[config.mk]
export PLATFORM = sky130hd
export DESIGN_NAME = usb_bd_index
export DESIGN_NICKNAME = d
export VERILOG_FILES = /design/src/rtl/usb_bd_index.sv
export SDC_FILE = /design/constraint.sdc
export NUM_CORES = 1
export LEC_CHECK = 0
export ABC_AREA = 1
export BUFFER_PORTS_ARGS = -buffer_cell sky130_fd_sc_hd__buf_2
export CORE_ASPECT_RATIO = 0.6
export CORE_MARGIN = 2
export CORE_UTILIZATION = 58
export CTS_CLUSTER_DIAMETER = 60
export DETAILED_ROUTE_END_ITERATION = 10
export PLACE_DENSITY_LB_ADDON = 0.15
export SYNTH_ARGS = -nofsm -noshare
export SYNTH_HDL_FRONTEND = slang
export SYNTH_SLANG_ARGS = --single-unit
[constraint.sdc]
create_clock -name clk -period 3.1 [get_ports clk]
set_clock_uncertainty 0.1 [all_clocks]
set_input_delay 0.93 -clock clk [delete_from_list [all_inputs] [get_ports clk]]
set_output_delay 0.93 -clock clk [all_outputs]
set_load 0.01 [all_outputs]
[src/rtl/usb_bd_index.sv]
module usb_bd_index #(
  parameter int ADDR_W    = 12,
  parameter int DESC_BASE = 'h200
) (
  input  logic              clk,
  input  logic              rst,
  input  logic [1:0]        mode,
  input  logic [3:0]        ep,
  input  logic              dir,
  input  logic              xfer_done,
  output logic [5:0]        desc_idx,
  output logic [ADDR_W-1:0] desc_addr
);
  logic [31:0] ptr_q;
  logic [1:0]  mode_q;
  logic [4:0]  slot;
  logic        mode_chg, pp, odd;

  assign slot     = {ep, dir};
  assign mode_chg = (mode != mode_q);
  assign pp       = (mode == 2'd2) || (mode == 2'd1 && ep == 4'd0 && !dir);
  assign odd      = !mode_chg && ptr_q[slot];

  always_ff @(posedge clk) begin
    if (rst) begin
      ptr_q  <= '0;
      mode_q <= mode;
    end else if (mode_chg) begin
      ptr_q  <= '0;
      mode_q <= mode;
    end else if (xfer_done && pp) begin
      ptr_q[slot] <= !ptr_q[slot];
    end
  end

  always_comb begin
    case (mode)
      2'd1:    desc_idx = (ep == 4'd0) ? (dir ? 6'd2 : {5'd0, odd})
                                       : {1'b0, ep, 1'b0} + 6'd1 + {5'd0, dir};
      2'd2:    desc_idx = {ep, dir, odd};
      default: desc_idx = {1'b0, ep, dir};
    endcase
  end

  assign desc_addr = ADDR_W'(DESC_BASE) + ADDR_W'({desc_idx, 2'b00});

  assert_reset_even_R8: assert property (@(posedge clk) rst |=> ptr_q == '0);
  assert_mode_clear_R9: assert property (@(posedge clk) disable iff (rst)
    mode_chg |=> ptr_q == '0);
  assert_flip_R6: assert property (@(posedge clk) disable iff (rst)
    (xfer_done && pp && !mode_chg) |=> ptr_q[$past(slot)] != $past(ptr_q[slot]));
  assert_ignored_R7: assert property (@(posedge clk) disable iff (rst)
    (xfer_done && !pp && !mode_chg) |=> $stable(ptr_q));
  assert_mode1_range_R3: assert property (@(posedge clk) disable iff (rst)
    (mode == 2'd1) |-> desc_idx <= 6'd32);
endmodule

---- After elaboration in Yosys (flattened, before gate mapping) ----
Cells that the tools add are included.
cells by class
  $mul .................................... 0
  shift operators ......................... 0
  div/mod/pow operators ................... 0
  eq/ne operators ......................... 3
  bitwise logic cells ..................... 0
  add/sub/neg operators ................... 3
  reductions and logical operators ........ 12
  mux-type cells .......................... 10
  magnitude comparators ................... 2
operators by type and width
  cell                                                                   count
  32-bit bitwise mux                                                     1
  6-bit one-hot mux with 2 select lines                                  1
  10-bit by 8-bit adder with 11-bit output, first input constant         1
  5-bit by 1-bit adder with 6-bit output, second input constant          1
  6-bit by 1-bit adder with 6-bit output                                 1
  5-bit by 6-bit < comparator with 1-bit output, second input constant   1
  2-bit 2-to-1 mux                                                       3
  6-bit 2-to-1 mux                                                       1
  1-bit binary-select mux with 5-bit select                              1
  1-bit demux with 5-bit select                                          1
  5-bit by 1-bit >= comparator with 1-bit output, second input constant  1
  1-bit logical AND                                                      5
  4-bit zero test                                                        1
  1-bit zero test                                                        3
  2-bit by 1-bit == test with 1-bit output, second input constant        1
  2-bit == test, second input constant                                   1
  1-bit 2-to-1 mux                                                       2
  2-bit inequality test                                                  1
  2-bit nonzero test                                                     1
  2-bit OR reduction                                                     1
  1-bit logical OR                                                       1
word-level totals
  ROM bits ................................ 0
  latch bits .............................. 0
  memories ................................ 0
  output and inout bits ................... 18
  register bits ........................... 34
  word-level logic and storage cells ...... 32
  bits in writable memories ............... 0

---- Depth between registers and ports, before layout ----
  word-level depth ........................ 7
  gate-level depth with buffers ........... 14

---- Least setup slack after synthesis ----
OpenSTA, ideal clock, no wires.
  kind .................................... input -> output
  start ................................... in mode[1]
  end ..................................... out desc_idx[5]
  buffers on the path ..................... 1
  required time ........................... 2.070 ns
  cell stages on the path ................. 6
  arrival time ............................ 2.069 ns
  setup slack ............................. 0.001 ns
  cells stage by stage .................... inv_1 > ha_1 > a21boi_0 > a31oi_1 > nor3_1 > buf_4
on the way
  longest elaborated chain between the ends .. 2
  elaborated cells between the ends (all ways) .. 3
ends and longest elaborated chain
  element                                                                           line  source
  start, declared                                                                   7     input logic [1:0] mode,
  2-bit == test / 2-bit by 1-bit == test with 1-bit output (equally long branches)  37    case (mode)
  6-bit one-hot mux with 2 select lines *                                           37
  end, declared                                                                     11    output logic [5:0] desc_idx,
Mark *: on every way between the ends. The rest lies on a longest branch, timed or not.

---- Final worst setup path ----
  start ................................... in ep[1]
  end ..................................... out desc_idx[0]
on the way
  longest elaborated chain between the ends .. 6
  elaborated cells between the ends (all ways) .. 7
ends and longest elaborated chain
  element                                    line  source
  start, declared                            8     input logic [3:0] ep,
  1-bit binary-select mux with 5-bit select  22    assign odd = !mode_chg && ptr_q[slot];
  1-bit 2-to-1 mux (implied by the code)     22
  1-bit logical AND                          22
  2-bit 2-to-1 mux                           38    2'd1: desc_idx = (ep == 4'd0) ? (dir ? 6'd2 : {5'd0, odd})
  6-bit 2-to-1 mux                           38
  6-bit one-hot mux with 2 select lines *    37
Mark *: on every way between the ends. The rest lies on a longest branch, timed or not. The select of a mux whose other input is x is not followed.

==> results.toml <==
[outcome]
status = "complete, but fails checks"
violations = "negative setup slack"

[floorplan]
die_h_um = 53.2
start_util_pct = 62.1
io_pins = 28
dieWidth_um = 86.0
num_rows = 17
die_area_um2 = 4570
coreArea_um2 = 3760

[worst_setup_path]
r2r-start = "mode_q[0]"
cp.arrival_ns = 2.13
start_kind = "input pin"
r2r.worst_path.cells = 6
crit_path_end_kind = "primary output"
worst-endpoint-required_ns = 2.07
crit_fanout = 9
r2r_slack_ns = 1.37
r2r_end = "mode_q[0]"
worstSetupPathType = "in2out"

[timing]
setup_violations = 2
fin_tns_setup_ns = -0.123
finalHoldViolCount = 0
fin_ws_ns = -0.0619
rsz0062_at_grt = "yes"
post-route-period-util_pct = 102
final.min_clock_period_ns = 3.16
timing.fmax_mhz = 316
final_max_slew_viol_count = 0

[synth]
synth-async-reset-ratio_pct = 0
synth.ff_latch_count = 34
muxShareOfSynthArea_pct = 0
synth.distinct_cells = 29
synth_compound_area_share_pct = 17.5
ys.flop_type = "dfxtp_1"
synth_top_family_by_area = "simple AND/OR/NAND/NOR gates"
synth_edf_count = 2
ys_warn_count = 0
synth_xor_area_share_pct = 0.375
synthesis.area_um2 = 2340
synthSimpleGateAreaFrac_pct = 31.7
synth_fa_ha_area_share_pct = 3.21
synth.avg_cell_area_um2 = 6.24
syn_inst = 375
ys_seq_area_share_pct = 30.0

[pwr]
p_int_mw = 0.683
leakage_nw = 1.28
comb_power_share_pct = 22.7
powerDensity_nw_per_um2 = 355
ir_worst_vdd_mv = 0.345
switchingPower_mw = 0.305
switching_share_pct = 30.9
pwr-share-seq_pct = 45.0
p_clk_share_pct = 32.3

[detailed_routing]
drt_iter0_markers = 223
avgRoutedWirePerCell_um = 13.5
vias = 2426
vias_per_cell = 5.36
drt-total-wl_um = 6100
drtAntennaViolNets = 0
dr.pass1.iters = 4
drc = 0

[place]
port_buffers = 21
placedCellCount = 441
place_congestion = 0.861
place_hpwl_um = 4060

[global_route]
grt_pass1_vias = 2011
overflow = 0
grt_pass1_wl_um = 9580
antenna_found_initial = 0
grt_max_degree = 34
grt_usage_pct = 27.3

[clock_tree]
clk_pin_slew_ns = 0.07
cts_root_buffer = "clkbuf_8"
clkSinkCount = 34
h-tree-depth = 2
cts-buffers-inserted = 5
clk_path_buf_depth = 2
clkLatencyLatePin_ns = 0.29
cts_tree = "yes"
postCtsHoldBufs = 0

[worst_hold_path]
hold_end = "ptr_q[23]"
min_path_cells = 4
min-delay-path-class = "reg2reg"
holdCritStartpoint = "ptr_q[23]"

[cells_and_area]
area_growth_syn_to_layout_pct = 18.9
finalCoreUtilization_pct = 73.9
finalNetCount = 421
fill_cells = 307
finalNonFillerCells = 453
drive_gt1_share_pct = 21.7
insertedDiodeCount = 0

[flow_run]
maxCapViolCount = 0
-- per-layer routing --
metal | track usage (%) | wire, um | up-vias
met2 | 38.5 | 2590 | 77
met4 | 5.82 | 51 | 0
met5 | 0 | 0 | -
met1 | 41.9 | 3050 | 1123
li1 | - | - | 1217
met3 | 5.62 | 409 | 9
-- area by class of cell --
class                           instances  area (um2)  share of cell area, %
Clock inverter                          3        16.3                  0.585
Sequential cell                        34         701                   25.2
Timing Repair Buffer                   48         377                   13.5
Multi-Input combinational cell        265        1360                   48.8
Tap cell                               47        58.8                   2.11
Clock buffer                            5        68.8                   2.47
Inverter                               51         203                   7.29
-- cells in the final DEF (no fill, tap or decap), types with 5 or more instances in the layout --
cell / Yosys / final
a21oi_1: 38 / 37
buf_2: 9 / 19
buf_4: 14 / 23
clkbuf_8: 0 / 5
conb_1: 2 / 6
dfxtp_1: 32 / 32
inv_1: 49 / 47
nand2_1: 99 / 99
nand3_1: 21 / 15
nand3_2: 0 / 6
nor2_1: 43 / 38
nor2_2: 1 / 5
o21ai_0: 22 / 22
o21ai_1: 10 / 10
-- power groups by stage --
| stage | clock network [mW] | registers [mW] | logic, mW |
|---|---|---|---|
| finish | 0.319 | 0.444 | 0.224 |
| global route | 0.346 | 0.444 | 0.243 |
| CTS | 0.321 | 0.444 | 0.206 |
| detailed placement | 0 | 0.454 | 0.186 |
| global placement | 0 | 0.454 | 0.183 |
| floorplan | 0 | 0.454 | 0.138 |
-- stage by stage --
step                      hold slack [ns]  worst slack (ns)  power, mW  area, um2
after floorplan                     0.401          0.000521      0.592       2350
after global placement              0.420           -0.0459      0.637       2490
after detailed placement            0.424           -0.0765      0.640       2490
after CTS                           0.441           0.00326      0.972       2690
after global routing                0.484            -0.135       1.03       2780
final                               0.442           -0.0619      0.988       2780
-- logic make-up after synthesis --
| group | count (synthesis) |
|---|---|
| buffers and inverters | 80 |
| xor gates and xnor gates | 1 |
| AOI/OAI and AO/OA | 78 |
| and+or+nand+nor | 174 |
| adders and majority gates | 6 |
| other | 2 |
| DFF | 34 |
-- Yosys cell counts (2+ instances only) --
cell type | n | area (um2)
nand3_1 | 21 | 105
nand2_4 | 4 | 45.0
ha_1 | 6 | 75.1
buf_6 | 4 | 45.0
a22oi_1 | 5 | 37.5
conb_1 | 2 | 7.51
edfxtp_1 | 2 | 60.1
nor2_1 | 43 | 161
a21oi_1 | 38 | 190
inv_2 | 2 | 7.51
buf_4 | 14 | 105
inv_1 | 49 | 184
buf_2 | 9 | 45.0
clkbuf_1 | 2 | 7.51
nand2_1 | 99 | 372
o21ai_0 | 22 | 110
o21ai_1 | 10 | 50.1
dfxtp_1 | 32 | 641
-- registers in the layout (all words and copies together), names as in the netlist --
register,cells
ptr_q,32
mode_q,2
-- critical path: stages --
cell	delay, ns
buf_2	0.20
inv_2	0.12
nor2_2	0.17
nand2_1	0.07
nand2_1	0.10
nor2_1	0.06
nand2_1	0.08
nand2_1	0.07
nand2_1	0.07
nand2_1	0.05
nand2_1	0.09
buf_2	0.13
-- worst max-delay path by stage --
stage             from           end  slack (ns)
6_report         ep[1]   desc_idx[0]       -0.06
5_1_grt          ep[0]  desc_addr[2]       -0.13
4_1_cts          ep[1]  desc_addr[2]       0.003
3_5_place_dp       dir  desc_addr[2]       -0.08
3_3_place_gp     ep[0]  desc_addr[2]       -0.05
2_1_floorplan  mode[1]   desc_idx[5]      0.0005
-- timing repair --
item | CTS | global route
pin swaps | 0 | 17
setup buffers | 3 | 0
setup endpoints to repair | 6 | 12
cloned | 1 | 0
resized for setup | 16 | 22
Note: power is estimated with default switching activity, not from simulation.
